File: src/rtl/padctl_pkg.sv
// Shared constants and helpers for the port pad controller.
// Assumes a 3-bit mode code where 7 denotes single-chip operation.
package padctl_pkg;
    localparam int MODE_W = 3;
    localparam logic [MODE_W-1:0] MODE_SINGLE = 3'd7;
    localparam logic REG_PULLUP = 1'b0;
    localparam logic REG_OPENDR = 1'b1;

    // True when address-enable selections are honoured in this mode.
    function automatic logic addr_mode(input logic [MODE_W-1:0] m);
        return m != MODE_SINGLE;
    endfunction
endpackage

File: src/rtl/padctl_regs.sv
// Pull-up and open-drain control registers with their reset and standby rules.
// Assumes all reset and standby inputs are synchronous levels.
// Priority: power-on reset / hardware standby, then manual reset, then software standby, then writes.
module padctl_regs #(
    parameter int NPIN = 4,
    parameter int DW   = 8
) (
    input  logic            clk,
    input  logic            rst_n,
    input  logic            mreset_n,
    input  logic            hw_stby,
    input  logic            sw_stby,
    input  logic            wr,
    input  logic            sel,
    input  logic [DW-1:0]   wdata,
    output logic [NPIN-1:0] pu_q,
    output logic [NPIN-1:0] od_q,
    output logic [DW-1:0]   rdata
);
    import padctl_pkg::*;

    localparam int RSV = DW - NPIN;

    logic wr_ok;
    assign wr_ok = wr && mreset_n && !sw_stby;

    // Pull-up register: cleared by every reset kind, held in software standby.
    always_ff @(posedge clk) begin
        if (!rst_n || hw_stby || !mreset_n)
            pu_q <= '0;
        else if (wr_ok && sel == REG_PULLUP)
            pu_q <= wdata[NPIN-1:0];
    end

    // Open-drain register: survives manual reset, held in software standby.
    always_ff @(posedge clk) begin
        if (!rst_n || hw_stby)
            od_q <= '0;
        else if (wr_ok && sel == REG_OPENDR)
            od_q <= wdata[NPIN-1:0];
    end

    // Read mux: reserved upper bits read as zero.
    always_comb begin
        rdata = {{RSV{1'b0}}, (sel == REG_OPENDR) ? od_q : pu_q};
    end
endmodule

File: src/rtl/padctl_pin.sv
// Pad logic for one pin: picks the driver, applies open-drain and pull-up rules.
// Assumes addr_act already folds the mode qualification into address-enable.
module padctl_pin (
    input  logic addr_act,
    input  logic addr_val,
    input  logic ser_own,
    input  logic ser_val,
    input  logic dir_out,
    input  logic dat,
    input  logic od_bit,
    input  logic pu_bit,
    output logic oe,
    output logic o,
    output logic pu
);
    logic drive;
    logic val;

    // Source selection: serial peripheral takes priority over port direction.
    always_comb begin
        drive = ser_own || dir_out;
        val   = ser_own ? ser_val : dat;
    end

    // Pad outputs: address push-pull, then open-drain or push-pull, else input.
    always_comb begin
        oe = 1'b0;
        o  = 1'b0;
        pu = 1'b0;
        if (addr_act) begin
            oe = 1'b1;
            o  = addr_val;
        end else if (drive) begin
            if (od_bit) begin
                oe = !val;
                o  = 1'b0;
            end else begin
                oe = 1'b1;
                o  = val;
            end
        end else begin
            pu = pu_bit;
        end
    end
endmodule

File: src/rtl/padctl_port.sv
// Top of the port pad controller: register block plus one pad slice per pin.
// Assumes mode and pin-state inputs are static levels between edges.
module padctl_port #(
    parameter int NPIN = 4,
    parameter int DW   = 8
) (
    input  logic                        clk,
    input  logic                        rst_n,
    input  logic                        mreset_n,
    input  logic                        hw_stby,
    input  logic                        sw_stby,
    input  logic                        bus_wr,
    input  logic                        bus_addr,
    input  logic [DW-1:0]               bus_wdata,
    output logic [DW-1:0]               bus_rdata,
    input  logic [padctl_pkg::MODE_W-1:0] mode,
    input  logic [NPIN-1:0]             dir,
    input  logic [NPIN-1:0]             dout,
    input  logic [NPIN-1:0]             addr_en,
    input  logic [NPIN-1:0]             addr_out,
    input  logic [NPIN-1:0]             ser_out,
    input  logic [NPIN-1:0]             ser_data,
    output logic [NPIN-1:0]             pad_oe,
    output logic [NPIN-1:0]             pad_o,
    output logic [NPIN-1:0]             pad_pu
);
    import padctl_pkg::*;

    logic [NPIN-1:0] pu_q;
    logic [NPIN-1:0] od_q;
    logic            ext;

    // Mode qualification for address-enable selections.
    assign ext = addr_mode(mode);

    padctl_regs #(.NPIN(NPIN), .DW(DW)) u_regs (
        .clk      (clk),
        .rst_n    (rst_n),
        .mreset_n (mreset_n),
        .hw_stby  (hw_stby),
        .sw_stby  (sw_stby),
        .wr       (bus_wr),
        .sel      (bus_addr),
        .wdata    (bus_wdata),
        .pu_q     (pu_q),
        .od_q     (od_q),
        .rdata    (bus_rdata)
    );

    for (genvar i = 0; i < NPIN; i++) begin : g_pin
        padctl_pin u_pin (
            .addr_act (addr_en[i] && ext),
            .addr_val (addr_out[i]),
            .ser_own  (ser_out[i]),
            .ser_val  (ser_data[i]),
            .dir_out  (dir[i]),
            .dat      (dout[i]),
            .od_bit   (od_q[i]),
            .pu_bit   (pu_q[i]),
            .oe       (pad_oe[i]),
            .o        (pad_o[i]),
            .pu       (pad_pu[i])
        );
    end
endmodule

File: config.mk
export PLATFORM = sky130hd
export DESIGN_NAME = padctl_port
export DESIGN_NICKNAME = d
export VERILOG_FILES = /design/src/rtl/padctl_pkg.sv /design/src/rtl/padctl_regs.sv /design/src/rtl/padctl_pin.sv /design/src/rtl/padctl_port.sv
export SDC_FILE = /design/constraint.sdc
export NUM_CORES = 1
export LEC_CHECK = 0
export BUFFER_PORTS_ARGS = -buffer_cell sky130_fd_sc_hd__buf_2
export CAP_MARGIN = 20
export CELL_PAD_IN_SITES_DETAIL_PLACEMENT = 1
export CELL_PAD_IN_SITES_GLOBAL_PLACEMENT = 1
export CORE_MARGIN = 2
export CORE_UTILIZATION = 27
export DETAILED_ROUTE_END_ITERATION = 8
export PLACE_DENSITY_LB_ADDON = 0.1
export SYNTH_ARGS = -nofsm -noshare
export SYNTH_HDL_FRONTEND = slang
export SYNTH_SLANG_ARGS = --single-unit
export TNS_END_PERCENT = 10
File: constraint.sdc
create_clock -name clk -period 2.1 [get_ports clk]
set_input_delay 0.42 -clock clk [delete_from_list [all_inputs] [get_ports clk]]
set_output_delay 0.42 -clock clk [all_outputs]
set_load 0.01 [all_outputs]
==> impl_metrics.yaml <==
status:
  outcome: "finished, final reports clean"
layout:
  mostFrequentLayoutCells: "53 x buf_2, 12 x nor2_1"
  drive_gt1_frac: 0.489
  multi_input_area_sq_um: 463
  area_growth_pct: 26.5
  n_antenna_cell: 0
  layout_commonest_cell: "buf_2"
  seqCellArea_sq_um: 160
  fin_nets: 177
  fillers: 355
critical_path:
  cp-start-kind: "primary input"
  max_stage_delay_ns: 0.34
  crit_path_cell_trace: "buf_2 -> nand3_1 -> nand2_1 -> mux2_2 -> buf_2"
  criticalPathCategory: "in2out"
  critPathBufInv: 2
  critPathSlowestCell: "mux2_2"
  path_common_cell: "buf_2"
  cpLargestDelayFamily: "simple AND/OR/NAND/NOR gates"
  crit_path_end_kind: "output port"
  cp.arrival_ns: 1.35
  worstPathRequired_ns: 1.68
  cp_max_fo: 4
logic_synthesis:
  synth_seq_cells: 8
  ys_top_cells_by_area: "dfxtp_1 21%, buf_4 17%, mux2_2 12%, mux2i_1 11%, nor2_1 6.0%"
  synth_area_leader_cell: "dfxtp_1"
  syn_avg_cell_area_sq_um: 8.16
  yosysSeqAreaShare: 0.213
  synth_top_area_frac: 0.213
  yosysWarnings: 0
  syn_area_sq_um: 751
  synth_cells: 92
  synth.distinct_cells: 18
sta:
  skew_ns: 0
  setup_ws_ns: 0.327
  rsz0062_at_grt: "false"
  period_needed_ns: 1.77
  setup_viol_count_final: 0
  hold_slack_ns: 0.415
  fin_setup_tns_ns: 0
  finalCritPeriodShare: 0.845
  fmax_mhz: 564
  drv_slew: 0
  report.final.hold_viol_count: 0
routing:
  vias: 762
  wl_per_cell_microns: 11.9
  drc: 0
  ant_nets: 0
  drt_iter0_markers: 4
  dr.pass1.iters: 2
  routed_wl_microns: 1940
  drt-vias-per-instance: 4.65
floorplanning:
  start_util: 0.279
  die_w_microns: 56.7
  die_area_sq_mm: 0.00322
  die_y_microns: 56.7
  io_pins: 62
  core_sq_mm: 0.00269
  rows: 19
global_routing:
  antenna_found_initial: 0
  grt_pass1_wl_microns: 3210
  gr-total-overflow: 0
  grt_pass1_vias: 767
  grt_max_degree: 7
  grt.total_usage: 0.127
pwr:
  p_seq_frac: 0.403
  intPower_w: 0.000275
  peakVddDrop_mv: 0.239
  power_density_mw_per_mm2: 402
  p_leak_nw: 0.502
  p_clk_frac: 0.315
  total_power_w: 0.000381
  power_frac_comb: 0.282
  sw_frac_of_total: 0.279
  power.switching_w: 0.000106
cts:
  hold_buffers: 0
  cts.repair.resized: 0
  cts.sink_count: 8
  clock_latency_ns: 0.25
  ctsLongestPathBuffers: 2
  cts_setup_buffers: 0
  clkTransAtPathRegs_ns: 0.06
  cts_inserted_buffers: 3
  cts_root_buffer: "clkbuf_4"
  cts_tree: "built"
  h-tree-depth: 1
placed_design:
  gp_congestion: 0.692
  hpwlAfterDp_microns: 1700
  io_buffer_count: 53
  dpl_worst_slack_ns: 0.297
job:
  maxCapViolations: 0
min_path:
  min_path_type: "in2reg"
[cell usage after synthesis]
| master | number |
|---|---|
| buf_4 | 17 |
| nand2b_1 | 5 |
| nand2_1 | 8 |
| buf_6 | 1 |
| dfxtp_1 | 8 |
| nand3b_1 | 5 |
| a21boi_0 | 4 |
| o21ai_1 | 1 |
| o21ai_0 | 3 |
| nor4bb_4 | 1 |
| mux2i_1 | 8 |
| conb_1 | 1 |
| a21oi_1 | 4 |
| and3_1 | 4 |
| nand4b_1 | 1 |
| nand3_1 | 1 |
| nor2_1 | 12 |
| mux2_2 | 8 |
[per-stage QoR]
stage,std cells,utilization,instance area [sq um]
finish,164,0.354,950
global route,164,0.354,950
CTS,164,0.354,950
detailed placement,161,0.345,927
global placement,161,0.345,927
floorplan,95,-,762
[tightest hold or removal path, cell delays in order]
cell     delay (ns)
buf_2          0.08
mux2i_1        0.06
nor2_1         0.07
[cell type report]
class                      count  share of cell area
multi-input combinational     69               0.487
timing repair buffer          53               0.279
sequential                     8               0.169
tap                           31              0.0408
clock buffer                   3              0.0237
[cell families (layout without fill, tap and decap cells)]
group | Yosys count | after routing | synth area share
other | 1 | 4 | 0.00500
DFF | 8 | 8 | 0.213
muxes | 16 | 16 | 0.227
AOI/OAI and AO/OA | 12 | 12 | 0.0933
buffers and inverters | 18 | 56 | 0.185
and+or+nand+nor | 37 | 37 | 0.277
[flip-flops by register name (all words and copies together), names as in the netlist]
name / flops
u_regs.pu_q: 4
u_regs.od_q: 4
[power groups by stage]
stage / clock (W) / sequential (W) / combinational, W
final: 0.000120 / 0.000154 / 0.000108
after global routing: 0.000138 / 0.000154 / 0.000121
after CTS: 0.000130 / 0.000153 / 0.000109
after detailed placement: 0 / 0.000157 / 0.000109
after global placement: 0 / 0.000157 / 0.000106
after floorplan: 0 / 0.000157 / 0.0000740
[layer usage]
layer  vias to the layer above  wire length (microns)  GRT usage
met3                         4                    157     0.0300
met1                       343                    774      0.140
met5                         -                      0          0
met4                         0                     14     0.0299
met2                        29                    998      0.243
li1                        386                      -          -
[worst paths after layout]
kind / start / slack [ns] / to / depth (start not counted)
worst max-delay path: mode[2] / 0.33 / pad_o[0] / 5
worst min register to register: u_regs.pu_q[2] / 0.51 / u_regs.pu_q[2] / 2
worst max register to register: u_regs.od_q[0] / 1.45 / u_regs.od_q[0] / 2
worst min-delay path: bus_wdata[1] / 0.41 / u_regs.pu_q[1] / 3
No activity file was read; power rests on OpenSTA's default activity.
